$ cat config.mk
export PLATFORM = sky130hd
export DESIGN_NAME = usb_irq_aggregator
export DESIGN_NICKNAME = d
export VERILOG_FILES = /design/src/rtl/usb_irq_pkg.sv /design/src/rtl/irq_w1_reg.sv /design/src/rtl/irq_eoi_gate.sv /design/src/rtl/usb_irq_aggregator.sv
export SDC_FILE = /design/constraint.sdc
export NUM_CORES = 1
export LEC_CHECK = 0
export BUFFER_PORTS_ARGS = -buffer_cell sky130_fd_sc_hd__buf_2
export CORE_ASPECT_RATIO = 1.4
export CORE_UTILIZATION = 50
export CTS_BUF_LIST = sky130_fd_sc_hd__clkbuf_4
export DETAILED_ROUTE_END_ITERATION = 16
export GPL_ROUTABILITY_DRIVEN = 0
export GPL_TIMING_DRIVEN = 0
export HOLD_SLACK_MARGIN = 0.15
export PLACE_DENSITY = 0.81
export SLEW_MARGIN = 20
export SYNTH_ARGS = -nofsm -noshare
export SYNTH_HDL_FRONTEND = slang
export SYNTH_SLANG_ARGS = --single-unit
$ cat constraint.sdc
create_clock -name clk -period 2.1 [get_ports clk]
set_input_delay 0 -clock clk [delete_from_list [all_inputs] [get_ports clk]]
set_output_delay 0 -clock clk [all_outputs]
set_load 0.1 [all_outputs]
$ cat src/rtl/usb_irq_pkg.sv
// Shared address map and identity constant for the USB interrupt aggregator.
package usb_irq_pkg;
    localparam int unsigned ADDR_W = 8;
    localparam int unsigned DATA_W = 32;

    // Byte offsets of the register map.
    localparam logic [ADDR_W-1:0] A_IDENT    = 8'h00;
    localparam logic [ADDR_W-1:0] A_CTRL     = 8'h04;
    localparam logic [ADDR_W-1:0] A_STATUS   = 8'h08;
    localparam logic [ADDR_W-1:0] A_PEND     = 8'h20;
    localparam logic [ADDR_W-1:0] A_PEND_SET = 8'h24;
    localparam logic [ADDR_W-1:0] A_PEND_CLR = 8'h28;
    localparam logic [ADDR_W-1:0] A_MASK     = 8'h2C;
    localparam logic [ADDR_W-1:0] A_MASK_SET = 8'h30;
    localparam logic [ADDR_W-1:0] A_MASK_CLR = 8'h34;
    localparam logic [ADDR_W-1:0] A_MASKED   = 8'h38;
    localparam logic [ADDR_W-1:0] A_EOI      = 8'h3C;

    localparam logic [DATA_W-1:0] IDENT_DEFAULT = 32'h5A17_0001;
endpackage

$ cat src/rtl/irq_w1_reg.sv
// Register with write-one-to-set and write-one-to-clear inputs plus hardware
// set pulses. Hardware pulses and set bits win over clear bits at the same
// edge. A wipe input empties it with top priority. Bits outside KEEP stay 0.
// Assumes set/clear strobes are already qualified by the caller's decode.
module irq_w1_reg #(
    parameter int unsigned        W    = 32,
    parameter logic [W-1:0]       KEEP = '1
) (
    input  logic         clk,
    input  logic         rst_n,
    input  logic         wipe,
    input  logic [W-1:0] set_bits,
    input  logic [W-1:0] clr_bits,
    input  logic [W-1:0] hw_bits,
    output logic [W-1:0] q
);
    // Update: clear first, then OR in software sets and hardware events.
    always_ff @(posedge clk) begin
        if (!rst_n || wipe) begin
            q <= '0;
        end else begin
            q <= ((q & ~clr_bits) | set_bits | hw_bits) & KEEP;
        end
    end
endmodule

$ cat src/rtl/irq_eoi_gate.sv
// Service gate for the interrupt line. The line follows the pending summary
// while the gate is open. An acknowledge while the line is high shuts the
// gate, and only an end-of-interrupt strobe or a wipe reopens it.
// Assumes ack and eoi never arrive in the same cycle (one bus access/cycle).
module irq_eoi_gate (
    input  logic clk,
    input  logic rst_n,
    input  logic wipe,
    input  logic pending,
    input  logic ack,
    input  logic eoi,
    output logic irq
);
    logic gate_open;

    // Gate state: open out of reset, on wipe or EOI; shut on acknowledge.
    always_ff @(posedge clk) begin
        if (!rst_n || wipe) begin
            gate_open <= 1'b1;
        end else if (eoi) begin
            gate_open <= 1'b1;
        end else if (ack && irq) begin
            gate_open <= 1'b0;
        end
    end

    // Line drive: level request while gate open and something enabled pends.
    assign irq = gate_open && pending;
endmodule

$ cat src/rtl/usb_irq_aggregator.sv
// Interrupt aggregator for a USB on-the-go core. Packs endpoint, core and
// bus-power-drive event pulses into a sticky pending register, applies an
// enable mask, and drives one level interrupt that must be released by an
// end-of-interrupt write after each service read.
// Assumes a single-cycle register bus: one access per cycle, reads
// combinational, writes taking effect at the sampling edge.
module usb_irq_aggregator
    import usb_irq_pkg::*;
#(
    parameter int unsigned        N_TX     = 5,
    parameter int unsigned        N_RX     = 4,
    parameter int unsigned        RX_LSB   = 9,
    parameter int unsigned        N_CORE   = 8,
    parameter int unsigned        CORE_LSB = 16,
    parameter logic [DATA_W-1:0]  IDENT    = IDENT_DEFAULT
) (
    input  logic              clk,
    input  logic              rst_n,
    input  logic              bus_sel,
    input  logic              bus_we,
    input  logic [ADDR_W-1:0] bus_addr,
    input  logic [DATA_W-1:0] bus_wdata,
    output logic [DATA_W-1:0] bus_rdata,
    input  logic [N_TX-1:0]   ev_tx,
    input  logic [N_RX-1:0]   ev_rx,
    input  logic [N_CORE-1:0] ev_core,
    input  logic              ev_vbus,
    input  logic              vbus_drive,
    output logic              soft_rst,
    output logic              irq
);
    localparam int unsigned VBUS_BIT = CORE_LSB + N_CORE;
    localparam logic [DATA_W-1:0] TX_FIELD   = (DATA_W'(1) << N_TX) - DATA_W'(1);
    localparam logic [DATA_W-1:0] RX_FIELD   = ((DATA_W'(1) << N_RX) - DATA_W'(1)) << RX_LSB;
    localparam logic [DATA_W-1:0] CORE_FIELD = ((DATA_W'(1) << N_CORE) - DATA_W'(1)) << CORE_LSB;
    localparam logic [DATA_W-1:0] VBUS_FIELD = DATA_W'(1) << VBUS_BIT;
    localparam logic [DATA_W-1:0] VALID_BITS = TX_FIELD | RX_FIELD | CORE_FIELD | VBUS_FIELD;

    logic              wr, rd;
    logic [DATA_W-1:0] ev_vec;
    logic [DATA_W-1:0] raw_q, mask_q;
    logic              soft_q;

    assign wr = bus_sel && bus_we;
    assign rd = bus_sel && !bus_we;

    // Event placement: one generate block per field puts pulses on their bits.
    for (genvar b = 0; b < DATA_W; b++) begin : g_ev
        if (b < N_TX) begin : g_tx
            assign ev_vec[b] = ev_tx[b];
        end else if (b >= RX_LSB && b < RX_LSB + N_RX) begin : g_rx
            assign ev_vec[b] = ev_rx[b - RX_LSB];
        end else if (b >= CORE_LSB && b < CORE_LSB + N_CORE) begin : g_core
            assign ev_vec[b] = ev_core[b - CORE_LSB];
        end else if (b == VBUS_BIT) begin : g_vbus
            assign ev_vec[b] = ev_vbus;
        end else begin : g_none
            assign ev_vec[b] = 1'b0;
        end
    end

    // Soft reset pulse: one cycle per control write with bit 0 high.
    always_ff @(posedge clk) begin
        if (!rst_n) begin
            soft_q <= 1'b0;
        end else begin
            soft_q <= wr && (bus_addr == A_CTRL) && bus_wdata[0];
        end
    end
    assign soft_rst = soft_q;

    irq_w1_reg #(.W(DATA_W), .KEEP(VALID_BITS)) u_pending (
        .clk      (clk),
        .rst_n    (rst_n),
        .wipe     (soft_q),
        .set_bits ((wr && bus_addr == A_PEND_SET) ? bus_wdata : '0),
        .clr_bits ((wr && bus_addr == A_PEND_CLR) ? bus_wdata : '0),
        .hw_bits  (ev_vec),
        .q        (raw_q)
    );

    irq_w1_reg #(.W(DATA_W), .KEEP(VALID_BITS)) u_mask (
        .clk      (clk),
        .rst_n    (rst_n),
        .wipe     (soft_q),
        .set_bits ((wr && bus_addr == A_MASK_SET) ? bus_wdata : '0),
        .clr_bits ((wr && bus_addr == A_MASK_CLR) ? bus_wdata : '0),
        .hw_bits  ('0),
        .q        (mask_q)
    );

    irq_eoi_gate u_gate (
        .clk     (clk),
        .rst_n   (rst_n),
        .wipe    (soft_q),
        .pending (|(raw_q & mask_q)),
        .ack     (rd && bus_addr == A_MASKED),
        .eoi     (wr && bus_addr == A_EOI),
        .irq     (irq)
    );

    // Read mux: readable registers by address; aliases and holes read 0.
    always_comb begin
        bus_rdata = '0;
        if (rd) begin
            case (bus_addr)
                A_IDENT:  bus_rdata = IDENT;
                A_CTRL:   bus_rdata = {{(DATA_W-1){1'b0}}, soft_q};
                A_STATUS: bus_rdata = {{(DATA_W-1){1'b0}}, vbus_drive};
                A_PEND:   bus_rdata = raw_q;
                A_MASK:   bus_rdata = mask_q;
                A_MASKED: bus_rdata = raw_q & mask_q;
                default:  bus_rdata = '0;
            endcase
        end
    end
endmodule

==> out/summary.txt <==
switching pwr - 521.7 uW
crit path max fanout - 10
Syn Area/Cell - 7.371 um2
DR iter-0 viols - 273
port bufs - 71
CP startpoint kind - input pin
Nets - 530
htree depth - 2
fraction of layout cells with a size suffix above 1 - 0.2479
Bufs and invs on worst path - 4
worst slew margin relative to its limit - 0.5115
fin. max-slew vios - 0
Hold Path Class - in2reg
largest net degree at the start of global routing - 14
XOR/XNOR share of the synthesized area - 0
drt via density - 5.900
hold_sp - bus_addr[3]
Post-DP HPWL - 5498 um
Die X - 61.04 um
CTS tree - yes
CP endpoint kind - output port
post-synthesis cell count - 331
Worst Skew - 0.009144 ns
CTS Buf Count - 5
met2 Use GR - 0.5524
Die Ht - 84.66 um
# fillers - 347
met1 usage - 0.4046
Hold Vio Cnt, Final - 0
Core Rows - 29
Comb power frac - 0.240
placed instance area - 2974 um2
final std cells w/o fill - 531
Critical Path Source - bus_addr[7]
Tot Pwr - 1549 uW
post-synthesis simple-gate area fraction - 0.2364
minimum clock period - 2.071 ns
Lkg Pwr - 0.001665 uW
critical path, cell by cell - buf_2 > or4_1 > buf_4 > clkbuf_1 > nor4_1 > o21ai_0 > a21oi_1 > buf_4
Sinks on Clock Net - 38
CP Class - in2out
Initial Util - 0.5295
GR Util All Layers - 0.3364
Worst-path clk slew - 0.12 ns
P&R area growth vs syn - 47.54%
synthesized-area fraction occupied by adder cells - 0.004103
First-pass DRT Iterations - 5
clock power share - 0.262
later-pin clock latency in the skew report - 0.36 ns
final WL - 8685 um
gr ovfl total - 0
Die ar. - 5167 um2
clock buffer depth - 2
RR Endpoint - u_pending.q[4]
Tightest Pin Transition - 0.7287 ns
first-pass GRT wire length - 13020 um
Hold Path Sink - u_gate.gate_open
CP top delay family - buffers and inverters
power per standard cell area - 430.3 nW/um2
Synth Area in Compound Gates - 0.3318
Sequential Power Share - 0.498
outcome - completed
Max Fclk - 482.8 MHz
Seq/Total Area, Yosys - 0.3118
crit-path max cell delay - 0.54 ns
RSZ-0062 raised after global routing - false
final antenna-violating net count - 0
hold-critical path depth - 4
Root Buffer - clkbuf_4
initial antenna violation count - 0
synth unique cells - 40
commonest non-fill, non-tap cell in the layout - a21oi_1
Data arrival, critical path - 2.07 ns
Crit path top cell by count - buf_4
per-cell routed wire length - 16.36 um
most frequent cells in the layout - a21oi_1, buf_2, dlygate4sd3_1, nand2_1, dfxtp_1
Netlist Area Pre-Place - 2440 um2
Final setup violation count - 0
drc violations - 0
Setup TNS - 0 ns
R2R setup slack - 0.13 ns
synthesized flop and latch total - 38
number of global-route vias before repair - 2860
total placed cells including tap cells - 473
M3 GR Usage - 0.04314
WP data required - 2.10 ns
Int Power - 1027 uW
GR peak layer - met2
Final period util - 0.9863
I/O Pins - 97
reg2reg path depth - 4
mux share of post-synthesis cell area - 0
Worst path slowest cell - or4_1
Synth Warn # - 0
MaxCap Viol Count - 0
RR Startpoint - soft_rst
Max IR drop VDD - 0.4169 mV
fin area - 3600 um2
Core Area - 4608 um2
Net Sw Frac - 0.3368
Layout Utilization - 0.7812
largest family of logic cells by synthesized area - compound AO/OA/AOI/OAI gates
DR vias - 3133
-- registers in the layout, indices dropped and copies added, names as in the netlist --
| register | cells |
|---|---|
| u_mask.q | 18 |
| u_pending.q | 18 |
| soft_rst | 1 |
| u_gate.gate_open | 1 |
-- Yosys cell counts --
cell type | instances | area [um2]
a211o_1 | 1 | 8.760
a211oi_1 | 5 | 37.54
a21o_1 | 24 | 180.2
a21oi_1 | 57 | 285.3
a22oi_1 | 9 | 67.56
a31oi_1 | 4 | 25.02
a32oi_1 | 1 | 8.760
and2_1 | 7 | 43.79
and4_1 | 1 | 8.760
buf_1 | 1 | 3.750
buf_2 | 4 | 20.02
buf_4 | 16 | 120.1
clkbuf_1 | 10 | 37.54
conb_1 | 1 | 3.750
dfxtp_1 | 38 | 760.7
inv_1 | 26 | 97.59
maj3_1 | 1 | 10.01
nand2_1 | 39 | 146.4
nand2b_1 | 3 | 18.77
nand3_1 | 6 | 30.03
nand3b_1 | 1 | 7.510
nand4_1 | 1 | 6.260
nor2_1 | 6 | 22.52
nor2b_1 | 4 | 25.02
nor3_1 | 1 | 5.000
nor3_2 | 3 | 30.03
nor3_4 | 2 | 32.53
nor3b_1 | 1 | 7.510
nor4_1 | 16 | 100.1
nor4_2 | 1 | 12.51
nor4_4 | 1 | 21.27
o21ai_0 | 18 | 90.09
o21ai_1 | 6 | 30.03
o22ai_1 | 1 | 6.260
o31a_1 | 7 | 61.31
o41ai_1 | 1 | 8.760
or2_1 | 1 | 6.260
or3b_1 | 1 | 8.760
or4_1 | 4 | 30.03
or4b_4 | 1 | 13.76
-- through the flow --
| stage | setup slack [ns] | hold WS (ns) |
|---|---|---|
| floorplan | -0.6027 | 0.1100 |
| finish | 0.02876 | 0.1828 |
| global route | 0.001239 | 0.2200 |
| global placement | -0.1672 | 0.2202 |
| detailed placement | -0.1938 | 0.2249 |
| CTS | 0.002829 | 0.1823 |
-- cell families after synthesis --
kind of cell | count (synthesis)
compound gates | 134
buf+inv | 57
fa+ha+maj | 1
simple gates | 100
flops | 38
other cells | 1
-- worst register-to-register path, delay by kind of cell, from the launching register on --
| family | cells | cell delay (ns) |
|---|---|---|
| and+or+nand+nor | 1 | 0.31 |
| DFF | 1 | 0.34 |
| buffers and inverters | 2 | 1.05 |
| AOI/OAI and AO/OA | 1 | 0.24 |
-- worst max path at each step --
stage	slack [ns]	endpoint	depth (start not counted)
floorplan	-0.60	bus_rdata[12]	6
global placement	-0.17	bus_rdata[17]	8
detailed placement	-0.19	bus_rdata[16]	8
CTS	0.003	bus_rdata[17]	8
global route	0.001	soft_rst	7
finish	0.03	bus_rdata[23]	8
-- power groups by stage --
stage | registers (uW) | clock network (uW) | logic (uW)
2_1_floorplan | 778 | 0 | 194
3_3_place_gp | 785 | 0 | 281
3_5_place_dp | 786 | 0 | 286
4_1_cts | 770 | 409 | 356
5_1_grt | 774 | 434 | 394
6_report | 772 | 406 | 371
-- layer usage --
layer  up-vias  share of wire
met3        51           0.10
met5         -              0
met4         0          0.048
met2       241           0.49
li1       1444              -
met1      1397           0.36
-- area by class of cell --
cell class              count  area (um2)  share of cell area
multi-input cells         245        1485              0.4126
diodes                      1       2.502           0.0006952
clock inverters             3       21.27            0.005909
inverters                  26       97.59             0.02711
repair buffers            120       899.6              0.2499
clock buffers               5       37.54             0.01043
well taps                  62       77.57             0.02155
plain buffers              31       217.7             0.06048
flip-flops and latches     38       760.7              0.2113
-- timing repair --
action | 4_1_cts | 5_1_grt
endpoints found under the setup margin | 14 | 26
hold buffers | 48 | 0
resized for setup | 13 | 16
endpoints found under the hold margin | 38 | 0
pin swaps | 0 | 1
buffers inserted | 0 | 1
Power figures use the tool's default switching activity.
